**config.mk**
```make
export PLATFORM = sky130hd
export DESIGN_NAME = usb_rx_ep_ctrl
export DESIGN_NICKNAME = d
export VERILOG_FILES = /design/src/rtl/usb_rxep_pkg.sv /design/src/rtl/rxep_csr.sv /design/src/rtl/rxep_unload.sv /design/src/rtl/rxep_flow.sv /design/src/rtl/usb_rx_ep_ctrl.sv
export SDC_FILE = /design/constraint.sdc
export NUM_CORES = 1
export LEC_CHECK = 0
export ABC_AREA = 1
export BUFFER_PORTS_ARGS = -buffer_cell sky130_fd_sc_hd__buf_2
export CAP_MARGIN = 10
export CORE_UTILIZATION = 38
export CTS_CLUSTER_DIAMETER = 200
export CTS_CLUSTER_SIZE = 16
export DETAILED_ROUTE_END_ITERATION = 10
export GPL_TIMING_DRIVEN = 0
export MAX_ROUTING_LAYER = met4
export PLACE_DENSITY = 0.7
export SLEW_MARGIN = 40
export SYNTH_ARGS = -nofsm -noshare
export SYNTH_HDL_FRONTEND = slang
export SYNTH_SLANG_ARGS = --single-unit
```
**constraint.sdc**
```tcl
create_clock -name clk -period 2.4 [get_ports clk]
set_input_delay 0.72 -clock clk [delete_from_list [all_inputs] [get_ports clk]]
set_output_delay 0.72 -clock clk [all_outputs]
set_load 0.02 [all_outputs]
```
**src/rtl/usb_rxep_pkg.sv**
```systemverilog
package usb_rxep_pkg;

  // Field order matches the register bit positions, MSB first.
  typedef struct packed {
    logic auto_clr;
    logic auto_req;
    logic dma_en;
    logic pid_err;
    logic dma_mode;
    logic tgl_we;
    logic tgl;
    logic incomp;
  } rxep_csr_t;

  localparam int unsigned DMA_CHUNK = 4;

endpackage

```
**src/rtl/rxep_csr.sv**
```systemverilog
module rxep_csr
  import usb_rxep_pkg::*;
(
  input  logic      clk,
  input  logic      rst_n,
  input  logic      wr_en,
  input  logic [7:0] wdata,
  input  logic      rx_done,
  input  logic      rx_short,
  input  logic      rx_pid_err,
  input  logic      rx_incomp,
  output rxep_csr_t csr_q
);

  rxep_csr_t csr_d;
  rxep_csr_t wr_v;
  logic      csr_en;
  logic      sw_tgl_upd;

  assign wr_v       = rxep_csr_t'(wdata);
  assign sw_tgl_upd = wr_en & csr_q.tgl_we;
  assign csr_en     = wr_en | rx_done;

  always_comb begin
    csr_d = csr_q;
    if (wr_en) begin
      csr_d.auto_clr = wr_v.auto_clr;
      csr_d.auto_req = wr_v.auto_req;
      csr_d.dma_en   = wr_v.dma_en;
      csr_d.dma_mode = wr_v.dma_mode;
      if (csr_q.tgl_we) begin
        csr_d.tgl    = wr_v.tgl;
        csr_d.tgl_we = 1'b0;
      end else begin
        csr_d.tgl_we = wr_v.tgl_we;
      end
      if (!wr_v.incomp) csr_d.incomp = 1'b0;
    end
    if (rx_done) begin
      if (!sw_tgl_upd) csr_d.tgl = ~csr_q.tgl;
      csr_d.pid_err = rx_pid_err;
      if (rx_incomp) csr_d.incomp   = 1'b1;
      if (rx_short)  csr_d.auto_req = 1'b0;
    end
  end

  always_ff @(posedge clk or negedge rst_n) begin
    if (!rst_n)      csr_q <= '0;
    else if (csr_en) csr_q <= csr_d;
  end

endmodule

```
**src/rtl/rxep_unload.sv**
```systemverilog
module rxep_unload
  import usb_rxep_pkg::*;
#(
  parameter int unsigned MAXP_W = 11
) (
  input  logic              clk,
  input  logic              rst_n,
  input  logic              pkt_rdy,
  input  logic              rx_done,
  input  logic [MAXP_W-1:0] rx_len,
  input  logic [MAXP_W-1:0] max_pkt,
  input  logic              cpu_rd,
  input  logic              dma_rd,
  input  logic              sw_clr,
  input  logic              auto_clr,
  input  logic              dma_en,
  input  logic              dma_mode,
  output logic              full_hit,
  output logic              dma_req
);

  localparam int unsigned CNT_W = MAXP_W + 1;

  logic [CNT_W-1:0]  cnt_q, cnt_d, step, sum, rem, len_x, max_x;
  logic [MAXP_W-1:0] len_q;
  logic              cnt_en, cnt_zero;

  assign len_x = {1'b0, len_q};
  assign max_x = {1'b0, max_pkt};
  assign step  = CNT_W'(cpu_rd) + (dma_rd ? CNT_W'(DMA_CHUNK) : '0);
  assign sum   = cnt_q + step;

  assign full_hit = pkt_rdy & auto_clr & (len_q == max_pkt)
                  & (cpu_rd | dma_rd) & (sum >= max_x);

  assign cnt_zero = rx_done | ~pkt_rdy | full_hit | sw_clr;
  assign cnt_en   = cnt_zero | cpu_rd | dma_rd;
  assign cnt_d    = cnt_zero ? '0 : sum;

  assign rem = (cnt_q >= len_x) ? '0 : (len_x - cnt_q);

  assign dma_req = pkt_rdy & dma_en & (~dma_mode | (rem >= CNT_W'(DMA_CHUNK)));

  always_ff @(posedge clk or negedge rst_n) begin
    if (!rst_n)      cnt_q <= '0;
    else if (cnt_en) cnt_q <= cnt_d;
  end

  always_ff @(posedge clk or negedge rst_n) begin
    if (!rst_n)       len_q <= '0;
    else if (rx_done) len_q <= rx_len;
  end

endmodule

```
**src/rtl/rxep_flow.sv**
```systemverilog
module rxep_flow (
  input  logic clk,
  input  logic rst_n,
  input  logic rx_done,
  input  logic sw_clr,
  input  logic full_hit,
  input  logic auto_req,
  output logic pkt_rdy,
  output logic req_pkt
);

  logic rdy_q, rdy_d, prev_q, req_q, req_d, fell;

  assign rdy_d = rx_done | (rdy_q & ~sw_clr & ~full_hit);
  assign fell  = prev_q & ~rdy_q;
  assign req_d = ~rx_done & (req_q | (fell & auto_req));

  always_ff @(posedge clk or negedge rst_n) begin
    if (!rst_n) begin
      rdy_q  <= 1'b0;
      prev_q <= 1'b0;
      req_q  <= 1'b0;
    end else begin
      rdy_q  <= rdy_d;
      prev_q <= rdy_q;
      req_q  <= req_d;
    end
  end

  assign pkt_rdy = rdy_q;
  assign req_pkt = req_q;

endmodule

```
**src/rtl/usb_rx_ep_ctrl.sv**
```systemverilog
module usb_rx_ep_ctrl
  import usb_rxep_pkg::*;
#(
  parameter int unsigned MAXP_W = 11
) (
  input  logic              clk,
  input  logic              rst_n,
  input  logic              reg_wr_en,
  input  logic [7:0]        reg_wdata,
  output logic [7:0]        reg_rdata,
  input  logic [MAXP_W-1:0] max_pkt,
  input  logic              rx_done,
  input  logic [MAXP_W-1:0] rx_len,
  input  logic              rx_pid_err,
  input  logic              rx_incomp,
  input  logic              sw_rdy_clr,
  input  logic              cpu_rd,
  input  logic              dma_rd,
  output logic              pkt_rdy,
  output logic              req_pkt,
  output logic              dma_req,
  output logic              data_tgl
);

  logic [1:0] rst_sync_q;
  logic       rst_sync_n;
  rxep_csr_t  csr;
  logic       full_hit;
  logic       rx_short;

  // Asynchronous assertion, synchronous release.
  always_ff @(posedge clk or negedge rst_n) begin
    if (!rst_n) rst_sync_q <= 2'b00;
    else        rst_sync_q <= {rst_sync_q[0], 1'b1};
  end
  assign rst_sync_n = rst_sync_q[1];

  assign rx_short = rx_len < max_pkt;

  rxep_csr u_csr (
    .clk        (clk),
    .rst_n      (rst_sync_n),
    .wr_en      (reg_wr_en),
    .wdata      (reg_wdata),
    .rx_done    (rx_done),
    .rx_short   (rx_short),
    .rx_pid_err (rx_pid_err),
    .rx_incomp  (rx_incomp),
    .csr_q      (csr)
  );

  rxep_unload #(.MAXP_W(MAXP_W)) u_unload (
    .clk      (clk),
    .rst_n    (rst_sync_n),
    .pkt_rdy  (pkt_rdy),
    .rx_done  (rx_done),
    .rx_len   (rx_len),
    .max_pkt  (max_pkt),
    .cpu_rd   (cpu_rd),
    .dma_rd   (dma_rd),
    .sw_clr   (sw_rdy_clr),
    .auto_clr (csr.auto_clr),
    .dma_en   (csr.dma_en),
    .dma_mode (csr.dma_mode),
    .full_hit (full_hit),
    .dma_req  (dma_req)
  );

  rxep_flow u_flow (
    .clk      (clk),
    .rst_n    (rst_sync_n),
    .rx_done  (rx_done),
    .sw_clr   (sw_rdy_clr),
    .full_hit (full_hit),
    .auto_req (csr.auto_req),
    .pkt_rdy  (pkt_rdy),
    .req_pkt  (req_pkt)
  );

  assign reg_rdata = csr;
  assign data_tgl  = csr.tgl;

endmodule

```
* Word level (Yosys, flattened, before mapping)
Cells that the tools add are included.
** Storage, ports and cells
- Register bits after elaboration :: 36
- Bits of input ports :: 39
- Output and inout bits :: 12
- Word-level logic and storage cells :: 65
** Cells by class
- Add/subtract/negate cells :: 3
- $lt $le $gt $ge :: 4
- Equality and inequality tests :: 1
- Multiplexer cells :: 13
- Bitwise operators :: 28
- Reductions and logical operators :: 2
** Operators by type and width (number)
- >= comparator 12 x 11 -> 1 bit :: 2
- two-way mux 12 bit :: 2
- adder 1 x 12 -> 12 bit :: 1
- adder 12 bit :: 1
- AND 1 bit :: 12
- >= comparator 12 x 3 -> 1 bit (second input constant) :: 1
- subtractor 11 x 12 -> 12 bit :: 1
- == test 11 bit :: 1
- < comparator 11 bit :: 1
- OR 1 bit :: 10
- two-way mux 1 bit :: 7
- two-way mux 2 bit :: 3
- inverter 1 bit :: 6
- AND reduction 2 bit :: 2
- two-way mux 3 bit :: 1

* Logic depth before layout (Yosys ltp)
Gate-level depths: netlist of run 1.
- Depth after elaboration :: 9
- Mapped depth :: 19
- Depth with buffers taken out :: 18

* Cells and area by module
Synthesis of run 1 repeated with hierarchy kept, for this count alone.
** Unflattened totals
- Cells, all modules :: 464
- Area total of the unflattened synthesis :: 3184.3 µm²
** Modules (own cells, without submodules)
- rxep_unload :: instances 1, cells an instance 358, area each 2371.0 µm², sequential area each 575.6 µm²
- rxep_csr :: instances 1, cells an instance 43, area each 349.1 µm², sequential area each 200.2 µm²
- usb_rx_ep_ctrl :: instances 1, cells an instance 53, area each 347.8 µm², sequential area each 50.0 µm²
- rxep_flow :: instances 1, cells an instance 10, area each 116.4 µm², sequential area each 75.1 µm²

* Worst setup path after synthesis of run 1
OpenSTA, ideal clock, no wires.
- Kind :: in2reg
- Start point :: input port dma_rd
- End point :: register u_unload.cnt_q[2]
- Setup time :: 69 ps
- Data arrival time :: 2789 ps
- Required time :: 2331 ps
- Slack :: -458 ps
- Stages on the path :: 17
- Path buffers :: 1
- Cells stage by stage :: ha_1 nand3_1 a21oi_1 nand2_1 xor2_1 inv_1 ha_1 a21oi_1 o21bai_1 a21oi_1 nand2_1 clkinv_1 nand2_2 nand2_2 nand3_2 buf_6 nor2_2
** Between the ends
- Longest elaborated chain between the ends :: 9
- Elaborated cells on any way between the ends :: 12
- Those cells by class :: 2 x add/sub; 1 x order compare; 2 x mux; 7 x bitwise
** Ends and longest elaborated chain
- from (decl) :: line usb_rx_ep_ctrl.sv:18 : input logic dma_rd,
- two-way mux 3 bit :: line rxep_unload.sv:30 : assign step = CNT_W'(cpu_rd) + (dma_rd ? CNT_W'(DMA_CHUNK) : '0);
- adder 1 x 12 -> 12 bit :: line rxep_unload.sv:30
- adder 12 bit :: line rxep_unload.sv:31 : assign sum = cnt_q + step;
- >= comparator 12 x 11 -> 1 bit :: line rxep_unload.sv:34 : & (cpu_rd | dma_rd) & (sum >= max_x);
- AND 1 bit :: line rxep_unload.sv:34
- OR 1 bit (2 in series) :: line rxep_unload.sv:36 : assign cnt_zero = rx_done | ~pkt_rdy | full_hit | sw_clr;
- OR 1 bit (2 in series) :: line rxep_unload.sv:37 : assign cnt_en = cnt_zero | cpu_rd | dma_rd;
- to (signal assigned) :: line rxep_unload.sv:46 : else if (cnt_en) cnt_q <= cnt_d;
- to (decl) :: line rxep_unload.sv:24 : logic [CNT_W-1:0] cnt_q, cnt_d, step, sum, rem, len_x, max_x;
Parallel ways exist; a longest one is shown, timed or not.
A chain may end at the register's enable or synchronous reset.

* Worst setup path in the final report of run 1
- Start point :: input port dma_rd
- End point :: register u_unload.cnt_q[4]
Same word-level chain as after synthesis.

==> flow_metrics.env, run 1 <==
export IMPL_drt_pass1_iterations=4
export IMPL_stdcell_area_mm2=0.004078
export IMPL_rows=32
export IMPL_cts_root_buf="clkbuf_8"
export IMPL_most_common_layout_cells="nand2_1 (124), inv_1 (65), buf_2 (44), dfrtp_1 (33)"
export IMPL_area_growth_pct=28.87
export IMPL_clk_latency_ps=290
export IMPL_gr_total_overflow=0
export IMPL_max_freq_ghz=0.3262
export IMPL_worstSetupPathType="in -> reg"
export IMPL_crit_start="dma_rd"
export IMPL_dp_hpwl_um=6278
export IMPL_cts_made_buffers=5
export IMPL_violations="negative setup slack"
export IMPL_cp_num_buf_inv=4
export IMPL_fin_nets=603
export IMPL_min_period_over_period=1.277
export IMPL_drtIter0Drc=95
export IMPL_crit_path_max_fanout=5
export IMPL_ys_flop_type="dfrtp_1"
export IMPL_syn_area_mm2=0.003164
export IMPL_required_ps=2630
export IMPL_post_route_drc_count=0
export IMPL_layout_min_cycle_time_ps=3066
export IMPL_synthArstFlopShare=1.000
export IMPL_p_per_area_mw_per_mm2=466.3
export IMPL_hold_ws_ps=200.4
export IMPL_grt_usage=0.2008
export IMPL_layout_drive_gt1_share=0.2722
export IMPL_cts_tree="done"
export IMPL_synth_edf_count=0
export IMPL_met1_usage=0.2343
export IMPL_port_buffers=47
export IMPL_maxCapViolations=0
export IMPL_netlist_cell_type_count=37
export IMPL_synth_warnings=0
export IMPL_diodes=0
export IMPL_cpMostUsedCell="nand2_2"
export IMPL_place_area_mm2=0.003618
export IMPL_crit_path_top_delay_cell="ha_1"
export IMPL_syn_nets=525
export IMPL_layout_cells_most_common="nand2_1"
export IMPL_max_vdd_ir_drop_v=0.0002769
export IMPL_antenna_found_initial=0
export IMPL_grt_max_degree=20
export IMPL_clock_path_buffers=2
export IMPL_grt_pass1_vias=3092
export IMPL_status="complete, but fails checks"
export IMPL_cts_clk_slew_worst_paths_ps=80
export IMPL_busiest_layer="met2"
export IMPL_hold_path_class="in -> async"
export IMPL_rsz0062_at_grt="yes"
export IMPL_die_w_um=93.25
export IMPL_htreeDepth=2
export IMPL_ios=51
export IMPL_dieHeight_um=93.25
export IMPL_vias=3084
export IMPL_fillers=734
export IMPL_slew_violations=0
export IMPL_met3_usage=0.02195
export IMPL_grt_pass1_wl_um=13540
export IMPL_core_area_mm2=0.007888
export IMPL_worstPathCellList="buf_6 -> ha_4 -> nand2_4 -> a21oi_4 -> nand4_1 -> nor3_2 -> xor2_1 -> ha_1 -> inv_1 -> o21bai_1 -> a21oi_1 -> nand2_1 -> clkinv_2 -> nand2_2 -> nand2_2 -> nand3_4 -> buf_12 -> nor2_4"
export IMPL_syn_avg_cell_area_um2=7.032
export IMPL_cts_num_sinks=36
export IMPL_finalSetupViolCount=14
export IMPL_pre_cts_ws_ps=-779.1
export IMPL_ant_nets=0
export IMPL_routedWlPerCell_um=12.89
export IMPL_syn_inst=450
export IMPL_fin_ws_ps=-665.6
export IMPL_endpoint_kind="flop"
export IMPL_die_area_mm2=0.008696
export IMPL_initial_core_util=0.4012
export IMPL_startpoint_type="input port"
export IMPL_yosys_register_bits=36
export IMPL_routed_wl_um=8135
export IMPL_r2r_start="u_unload.cnt_q[2]"
export IMPL_crit_arrival_ps=3290
export IMPL_clock_skew_ps=7.961
export IMPL_seq_area_frac_synth=0.2847
export IMPL_grt_use_met2=0.3536
export IMPL_crit_family="simple AND/OR/NAND/NOR gates"
export IMPL_vias_per_cell=4.887
export IMPL_leakagePower_nw=2.133
export IMPL_max_stage_delay_ps=310
export IMPL_hold_viol=0
export IMPL_place_gp_congestion=0.8723
-- what timing repair did --
action | 4_1_cts | 5_1_grt
hold buffers | 0 | 0
buffers inserted | 19 | 3
setup endpoints to repair | 14 | 14
gates resized for setup | 27 | 14
pin swaps | 15 | 11
gates cloned | 1 | 0
-- cells in the mapped netlist, types with 2 or more instances --
cell,number,share of area
a21oi_1,20,0.032
a31oi_1,3,0.0059
buf_4,6,0.014
clkbuf_1,5,0.0059
dfrtp_1,36,0.28
ha_1,35,0.14
inv_1,69,0.082
inv_2,3,0.0036
nand2_1,126,0.15
nand2_2,6,0.012
nand3_1,22,0.035
nand3_2,2,0.0063
nand3b_1,2,0.0047
nand4_1,9,0.018
nor2_1,25,0.030
nor2_2,9,0.018
nor2_4,3,0.011
nor3_1,7,0.011
o211ai_1,2,0.0047
o21ai_0,27,0.043
o21ai_1,2,0.0032
xnor2_1,3,0.0083
xor2_1,14,0.039
-- state kept, by name (all words and copies together) (netlist names) --
name,cells
u_unload.cnt_q,12
u_unload.len_q,11
u_csr.csr_q,8
rst_sync_q,2
u_flow.pkt_rdy,1
u_flow.prev_q,1
u_flow.req_pkt,1
-- metrics by stage --
step                cells  power (mW)  utilization  TNS, ps
floorplan             450       1.129            -    -3869
global route          631       2.022       0.5170    -9778
global placement      599       1.276       0.4551    -9415
finish                631       1.901       0.5170    -8606
CTS                   628       1.898       0.5092    -5528
detailed placement    600       1.303       0.4588    -9879
-- cell families (layout without fill, tap and decap cells) --
kind of cell / count (synthesis) / after routing / share of synthesized area
and+or+nand+nor: 214 / 214 / 0.3029
buffers and inverters: 86 / 165 / 0.1159
AOI/OAI and AO/OA: 59 / 59 / 0.1004
adders and majority gates: 36 / 36 / 0.1447
DFF: 36 / 36 / 0.2847
xor gates and xnor gates: 17 / 17 / 0.04706
other: 1 / 1 / 0.001185
muxes: 1 / 1 / 0.003163
-- layer usage --
layer  up-vias  wire length (µm)
li1       1584                 -
met1      1414              3592
met2        66              4038
met3        20               259
met4         0               244
met5         -                 0
-- final cells by class --
cell class / count / area, µm² / share of cell area
clock buffers: 6 / 72.57 / 0.01780
well taps: 102 / 127.6 / 0.03130
inverters: 74 / 295.3 / 0.07241
multi-input cells: 328 / 2085 / 0.5112
flip-flops and latches: 36 / 904.6 / 0.2218
plain buffers: 12 / 83.83 / 0.02056
clock inverters: 2 / 35.03 / 0.008592
repair buffers: 71 / 474.2 / 0.1163
-- power by group --
part	internal, mW	total, mW	switching (mW)	leakage, nW
clock	0.309	0.538	0.229	0.0552
combinational	0.276	0.656	0.380	1.63
sequential	0.653	0.708	0.0553	0.450
total	1.24	1.90	0.665	2.13
-- path summary, 6_finish.rpt --
kind / to / slack [ps] / cells after the start
worst min-delay path: rst_sync_q[1] / 200 / 1
min in group clk: rst_sync_q[1] / 350 / 0
worst max-delay path: u_unload.cnt_q[4] / -670 / 18
worst max register to register: u_unload.cnt_q[4] / -660 / 18
max in group asynchronous: u_unload.cnt_q[1] / 1730 / 1
worst min register to register: u_csr.csr_q[1] / 210 / 0
Note: power is estimated with default switching activity, not from simulation.
==> inputs of run 2 (changes only) <==
--- a/config.mk
+++ b/config.mk
@@ -6,15 +6,14 @@
 export NUM_CORES = 1
 export LEC_CHECK = 0
 export ABC_AREA = 1
-export BUFFER_PORTS_ARGS = -buffer_cell sky130_fd_sc_hd__buf_2
 export CAP_MARGIN = 10
 export CORE_UTILIZATION = 38
 export CTS_CLUSTER_DIAMETER = 200
 export CTS_CLUSTER_SIZE = 16
 export DETAILED_ROUTE_END_ITERATION = 10
-export GPL_TIMING_DRIVEN = 0
-export MAX_ROUTING_LAYER = met4
-export PLACE_DENSITY = 0.7
+export DONT_BUFFER_PORTS = 1
+export GPL_TIMING_DRIVEN = 1
+export PLACE_DENSITY = 0.64
 export SLEW_MARGIN = 40
 export SYNTH_ARGS = -nofsm -noshare
 export SYNTH_HDL_FRONTEND = slang
==> run 2 against run 1 <==
Compared with the run above: global-route usage is 1.2 points lower; sequential power grew 3.5%; the run still ends with negative setup slack left; largest cell class unchanged; sequential share of layout area increased by 0.44 points; routed wire length down 3.8%; non-clock buffer count is 20 lower; register-to-register slack better by 340 ps.
==> flow_metrics.env, run 2 (synthesized netlist as in run 1, its figures left out) <==
export IMPL_min_period_over_period=1.204
export IMPL_largest_register_ffs=12
export IMPL_finalSetupViolCount=14
export IMPL_most_common_layout_cells="nand2_1 (123), inv_1 (66), buf_4 (59), dfrtp_1 (36), ha_1 (31)"
export IMPL_layout_min_cycle_time_ps=2890
export IMPL_clock_path_buffers=2
export IMPL_cts_made_buffers=5
export IMPL_vias=2947
export IMPL_vias_per_cell=4.823
export IMPL_clk_latency_ps=290
export IMPL_cts_root_buf="clkbuf_8"
export IMPL_routedWlPerCell_um=12.81
export IMPL_crit_path_top_delay_cell="dfrtp_1"
export IMPL_cts_tree="done"
export IMPL_reg2reg_slack_ps=-320
export IMPL_place_gp_congestion=0.8555
export IMPL_drtIter0Drc=87
export IMPL_cpMostUsedCell="nand2_1"
export IMPL_layout_drive_gt1_share=0.2318
export IMPL_die_area_mm2=0.008696
export IMPL_routed_wl_um=7825
export IMPL_max_stage_delay_ps=390
export IMPL_dp_hpwl_um=6093
export IMPL_endpoint_kind="output pin"
export IMPL_p_per_area_mw_per_mm2=443.7
export IMPL_layout_cells_most_common="nand2_1"
export IMPL_largestRegisters="u_unload.cnt_q: 12 flops, u_unload.len_q: 11 flops, u_csr.csr_q: 8 flops"
export IMPL_die_w_um=93.25
export IMPL_required_ps=1680
export IMPL_core_area_mm2=0.007888
export IMPL_drt_pass1_iterations=4
export IMPL_clock_skew_ps=4.262
export IMPL_status="complete, but fails checks"
export IMPL_fillers=753
export IMPL_cts_num_sinks=36
export IMPL_dieHeight_um=93.25
export IMPL_crit_path_max_fanout=3
export IMPL_hold_viol=0
export IMPL_multi_input_area_mm2=0.002062
export IMPL_port_buffers=0
export IMPL_grt_pass1_vias=2924
export IMPL_fin_nets=583
export IMPL_top_register="u_unload.cnt_q"
export IMPL_cts_clk_slew_worst_paths_ps=70
export IMPL_rsz0062_at_grt="yes"
export IMPL_antenna_found_initial=0
export IMPL_startpoint_type="flop"
export IMPL_ios=51
export IMPL_fin_ws_ps=-490.3
export IMPL_rows=32
export IMPL_diodes=0
export IMPL_max_freq_ghz=0.3460
export IMPL_maxCapViolations=0
export IMPL_gr_total_overflow=0
export IMPL_area_sequential_um2=900.9
export IMPL_worstSetupPathType="reg -> out"
export IMPL_pre_cts_ws_ps=-512.2
export IMPL_post_route_drc_count=0
export IMPL_leakagePower_nw=2.080
export IMPL_grt_usage=0.1890
export IMPL_grt_pass1_wl_um=13050
export IMPL_slew_violations=0
export IMPL_max_vdd_ir_drop_v=0.0003120
export IMPL_htreeDepth=2
export IMPL_dp_cells=597
export IMPL_ant_nets=0
export IMPL_worstPathCellList="inv_2 -> ha_1 -> inv_1 -> fa_2 -> buf_4 -> nand2_1 -> nand4_1 -> nand2_1 -> nand3_2 -> nor3_2 -> nand3_1 -> nand2_1 -> inv_2"
export IMPL_initial_core_util=0.4012
export IMPL_area_growth_pct=25.86
export IMPL_grt_max_degree=35
export IMPL_hold_path_class="in -> async"
export IMPL_crit_arrival_ps=2170
export IMPL_final_cells=611
export IMPL_violations="negative setup slack"
## run 2: layout make-up
type | count | share of cell area
Clock buffer | 8 | 0.02262
Inverter | 74 | 0.07320
Multi-Input combinational cell | 328 | 0.5178
Sequential cell | 36 | 0.2262
Tap cell | 102 | 0.03205
Timing Repair Buffer | 63 | 0.1282
## run 2: worst paths after layout
| check | end | cells past startpoint | startpoint |
|---|---|---|---|
| hold reg to reg | u_unload.cnt_q[4] | 1 | rst_sync_q[1] |
| setup / recovery | dma_req | 13 | u_unload.len_q[0] |
| setup reg to reg | u_unload.cnt_q[1] | 19 | u_unload.cnt_q[0] |
| min in group clk | rst_sync_q[1] | 0 | rst_sync_q[0] |
| max in group asynchronous | u_unload.len_q[4] | 1 | rst_sync_q[1] |
| hold / removal | rst_sync_q[0] | 0 | rst_n |
## run 2: critical path, delay by kind of cell, from the launching register on
family / cells / cell delay, ps
adder cells (fa/ha/maj): 2 / 520
buffers and inverters: 4 / 370
flip-flops: 1 / 390
AND/OR/NAND/NOR: 7 / 630
## run 2: stage by stage
stage	hold WS (ps)	area (µm²)	util	power, mW	setup TNS, ps
2_1_floorplan	331.2	3227	-	1.129	-3869
3_3_place_gp	294.9	3716	0.4711	1.274	-6238
3_5_place_dp	296.7	3716	0.4711	1.289	-6637
4_1_cts	117.7	3857	0.4891	1.749	-3233
5_1_grt	111.1	3983	0.5049	1.892	-7996
6_report	123.8	3983	0.5049	1.767	-4270
## run 2: timing repair
item,in CTS,in global routing
pin swaps,1,1
endpoints found under the setup margin,14,14
setup buffers,4,1
cloned,0,1
hold buffers,0,0
gates resized for setup,7,21
## run 2: where the power goes
group          internal (mW)  total, mW  switching (mW)
Sequential             0.652      0.733          0.0812
Clock                  0.234      0.450           0.215
Combinational          0.259      0.584           0.325
Total                   1.15       1.77           0.622
## run 2: layer usage
metal  track usage  wire [µm]  up-vias
met5             0          0        -
met4       0.03846         99        0
met3       0.02033        264        9
met2        0.3327       3826       56
met1        0.2499       3634     1340
li1              -          -     1542
==> inputs of run 3 (changes only) <==
--- a/config.mk
+++ b/config.mk
@@ -7,6 +7,7 @@
 export LEC_CHECK = 0
 export ABC_AREA = 1
 export CAP_MARGIN = 10
+export CORE_MARGIN = 2
 export CORE_UTILIZATION = 38
 export CTS_CLUSTER_DIAMETER = 200
 export CTS_CLUSTER_SIZE = 16
@@ -14,6 +15,7 @@
 export DONT_BUFFER_PORTS = 1
 export GPL_TIMING_DRIVEN = 1
 export PLACE_DENSITY = 0.64
+export REMOVE_ABC_BUFFERS = 1
 export SLEW_MARGIN = 40
 export SYNTH_ARGS = -nofsm -noshare
 export SYNTH_HDL_FRONTEND = slang
==> run 3 against run 2 <==
Compared with the run above: the flow still finishes with violations (negative setup slack); worst setup slack worse by 56 ps; worst hold slack worse by 10 ps; combinational power is 1% lower; clock power is 4.4% lower; global-route usage is 0.66 points lower; non-clock buffer count is 4 higher; sequential cell count stayed put; sequential power hardly changed; routed wire length is 0.88% higher; via count is 1.7% higher; sequential share of layout area is 0.23 points higher; first-iteration DRC count is 52% higher; largest cell class unchanged; highest routed layer unchanged.
==> flow_metrics.env, run 3 (synthesized netlist as in run 1, its figures left out) <==
export IMPL_dieHeight_um=95.25
export IMPL_cpMostUsedCell="inv_2"
export IMPL_hold_viol=0
export IMPL_crit_path_top_delay_cell="dfrtp_1"
export IMPL_maxCapViolations=0
export IMPL_place_gp_congestion=0.8318
export IMPL_initial_core_util=0.3890
export IMPL_status="complete, but fails checks"
export IMPL_max_freq_ghz=0.3394
export IMPL_grt_max_degree=35
export IMPL_diodes=0
export IMPL_largestRegisters="u_unload.cnt_q: 12 flops, u_unload.len_q: 11 flops, u_csr.csr_q: 8 flops"
export IMPL_post_route_drc_count=0
export IMPL_min_period_over_period=1.228
export IMPL_hold_path_class="in -> async"
export IMPL_vias=2998
export IMPL_clk_latency_ps=290
export IMPL_r2r_start="u_unload.cnt_q[2]"
export IMPL_pre_cts_ws_ps=-673.2
export IMPL_final_cells=618
export IMPL_dp_hpwl_um=6257
export IMPL_most_common_layout_cells="nand2_1 (125), inv_1 (65), buf_4 (63), dfrtp_1 (36), ha_1 (32)"
export IMPL_cts_tree="done"
export IMPL_cts_num_sinks=36
export IMPL_cts_root_buf="clkbuf_8"
export IMPL_crit_arrival_ps=2230
export IMPL_max_vdd_ir_drop_v=0.0002520
export IMPL_antenna_found_initial=0
export IMPL_vias_per_cell=4.851
export IMPL_leakagePower_nw=2.095
export IMPL_worstSetupPathType="reg -> out"
export IMPL_layout_cells_most_common="nand2_1"
export IMPL_rows=33
export IMPL_largest_register_ffs=12
export IMPL_dp_cells=602
export IMPL_ios=51
export IMPL_clock_path_buffers=2
export IMPL_rsz0062_at_grt="yes"
export IMPL_top_register="u_unload.cnt_q"
export IMPL_max_stage_delay_ps=400
export IMPL_violations="negative setup slack"
export IMPL_p_per_area_mw_per_mm2=440.7
export IMPL_gr_total_overflow=0
export IMPL_drt_pass1_iterations=4
export IMPL_clock_skew_ps=9.458
export IMPL_grt_pass1_wl_um=12840
export IMPL_crit_path_max_fanout=3
export IMPL_startpoint_type="flop"
export IMPL_routed_wl_um=7894
export IMPL_endpoint_kind="output pin"
export IMPL_die_area_mm2=0.009073
export IMPL_rr_worst_depth=17
export IMPL_regToRegEndpoint="u_unload.cnt_q[3]"
export IMPL_hold_ws_ps=113.3
export IMPL_cts_made_buffers=5
export IMPL_cts_clk_slew_worst_paths_ps=80
export IMPL_die_w_um=95.25
export IMPL_drtIter0Drc=132
export IMPL_htreeDepth=2
export IMPL_reg2reg_slack_ps=-460
export IMPL_fin_ws_ps=-546.6
export IMPL_finalSetupViolCount=14
export IMPL_slew_violations=0
export IMPL_core_area_mm2=0.008134
export IMPL_grt_usage=0.1824
export IMPL_worstPathCellList="buf_4 -> ha_2 -> inv_2 -> fa_2 -> inv_2 -> o21ai_4 -> nand2_1 -> nand2_1 -> inv_2 -> nor2_2 -> nand3_2 -> nor3_2 -> nand3_1 -> nand2_1 -> inv_2"
export IMPL_hold_buffers=0
export IMPL_fin_util=0.4847
export IMPL_layout_min_cycle_time_ps=2947
export IMPL_area_growth_pct=24.59
export IMPL_finalPower_mw=1.738
export IMPL_grt_pass1_vias=2858
export IMPL_required_ps=1680
export IMPL_fin_nets=587
export IMPL_layout_drive_gt1_share=0.2359
export IMPL_ant_nets=0
export IMPL_port_buffers=0
export IMPL_crit_start="u_unload.cnt_q[0]"
export IMPL_routedWlPerCell_um=12.77
## run 3: layout make-up
cell class                 count  area, µm²
inverter                      74      291.5
tap                          105      131.4
clock inverter                 3      18.77
clock buffer                   5      68.82
sequential                    36      900.9
multi-input combinational    328       1988
fill                         795       4192
timing repair buffer          67      543.0
## run 3: worst max-delay path, delay by kind of cell, from the launching register on
| kind | cells | cell delay [ps] |
|---|---|---|
| AOI/OAI and AO/OA | 1 | 150 |
| adders and majority gates | 2 | 400 |
| buffers and inverters | 5 | 360 |
| DFF | 1 | 400 |
| and+or+nand+nor | 7 | 610 |
## run 3: worst max-delay path by stage
stage / to / slack [ps] / cells after the start
after global placement: u_unload.cnt_q[10] / -640 / 19
final: dma_req / -550 / 15
after global routing: dma_req / -680 / 15
after CTS: dma_req / -510 / 14
after floorplan: u_unload.cnt_q[10] / -560 / 16
after detailed placement: u_unload.cnt_q[10] / -670 / 19
## run 3: layer usage
metal / share of wire / track usage / up-vias
met3: 0.035 / 0.01976 / 18
met2: 0.50 / 0.3134 / 53
met5: 0 / 0 / -
li1: - / - / 1555
met4: 0.026 / 0.07971 / 0
met1: 0.44 / 0.2307 / 1372
## run 3: what timing repair did
item                                    in CTS  in global routing
pin swaps                                   10                  7
resized for setup                           18                  9
setup buffers                                5                  2
endpoints found under the setup margin      14                 14
cloned                                       1                  0
## run 3: where the power goes
part / total (mW) / switching (mW) / internal [mW]
clock network: 0.430 / 0.227 / 0.202
logic: 0.576 / 0.319 / 0.256
registers: 0.732 / 0.0805 / 0.652
total: 1.74 / 0.627 / 1.11
## run 3: metrics by stage
step                instance area [µm²]  setup TNS (ps)
floorplan                          3089           -7002
global placement                   3676           -8594
detailed placement                 3676           -9014
CTS                                3887           -5364
global route                       3943           -9334
finish                             3943           -6607
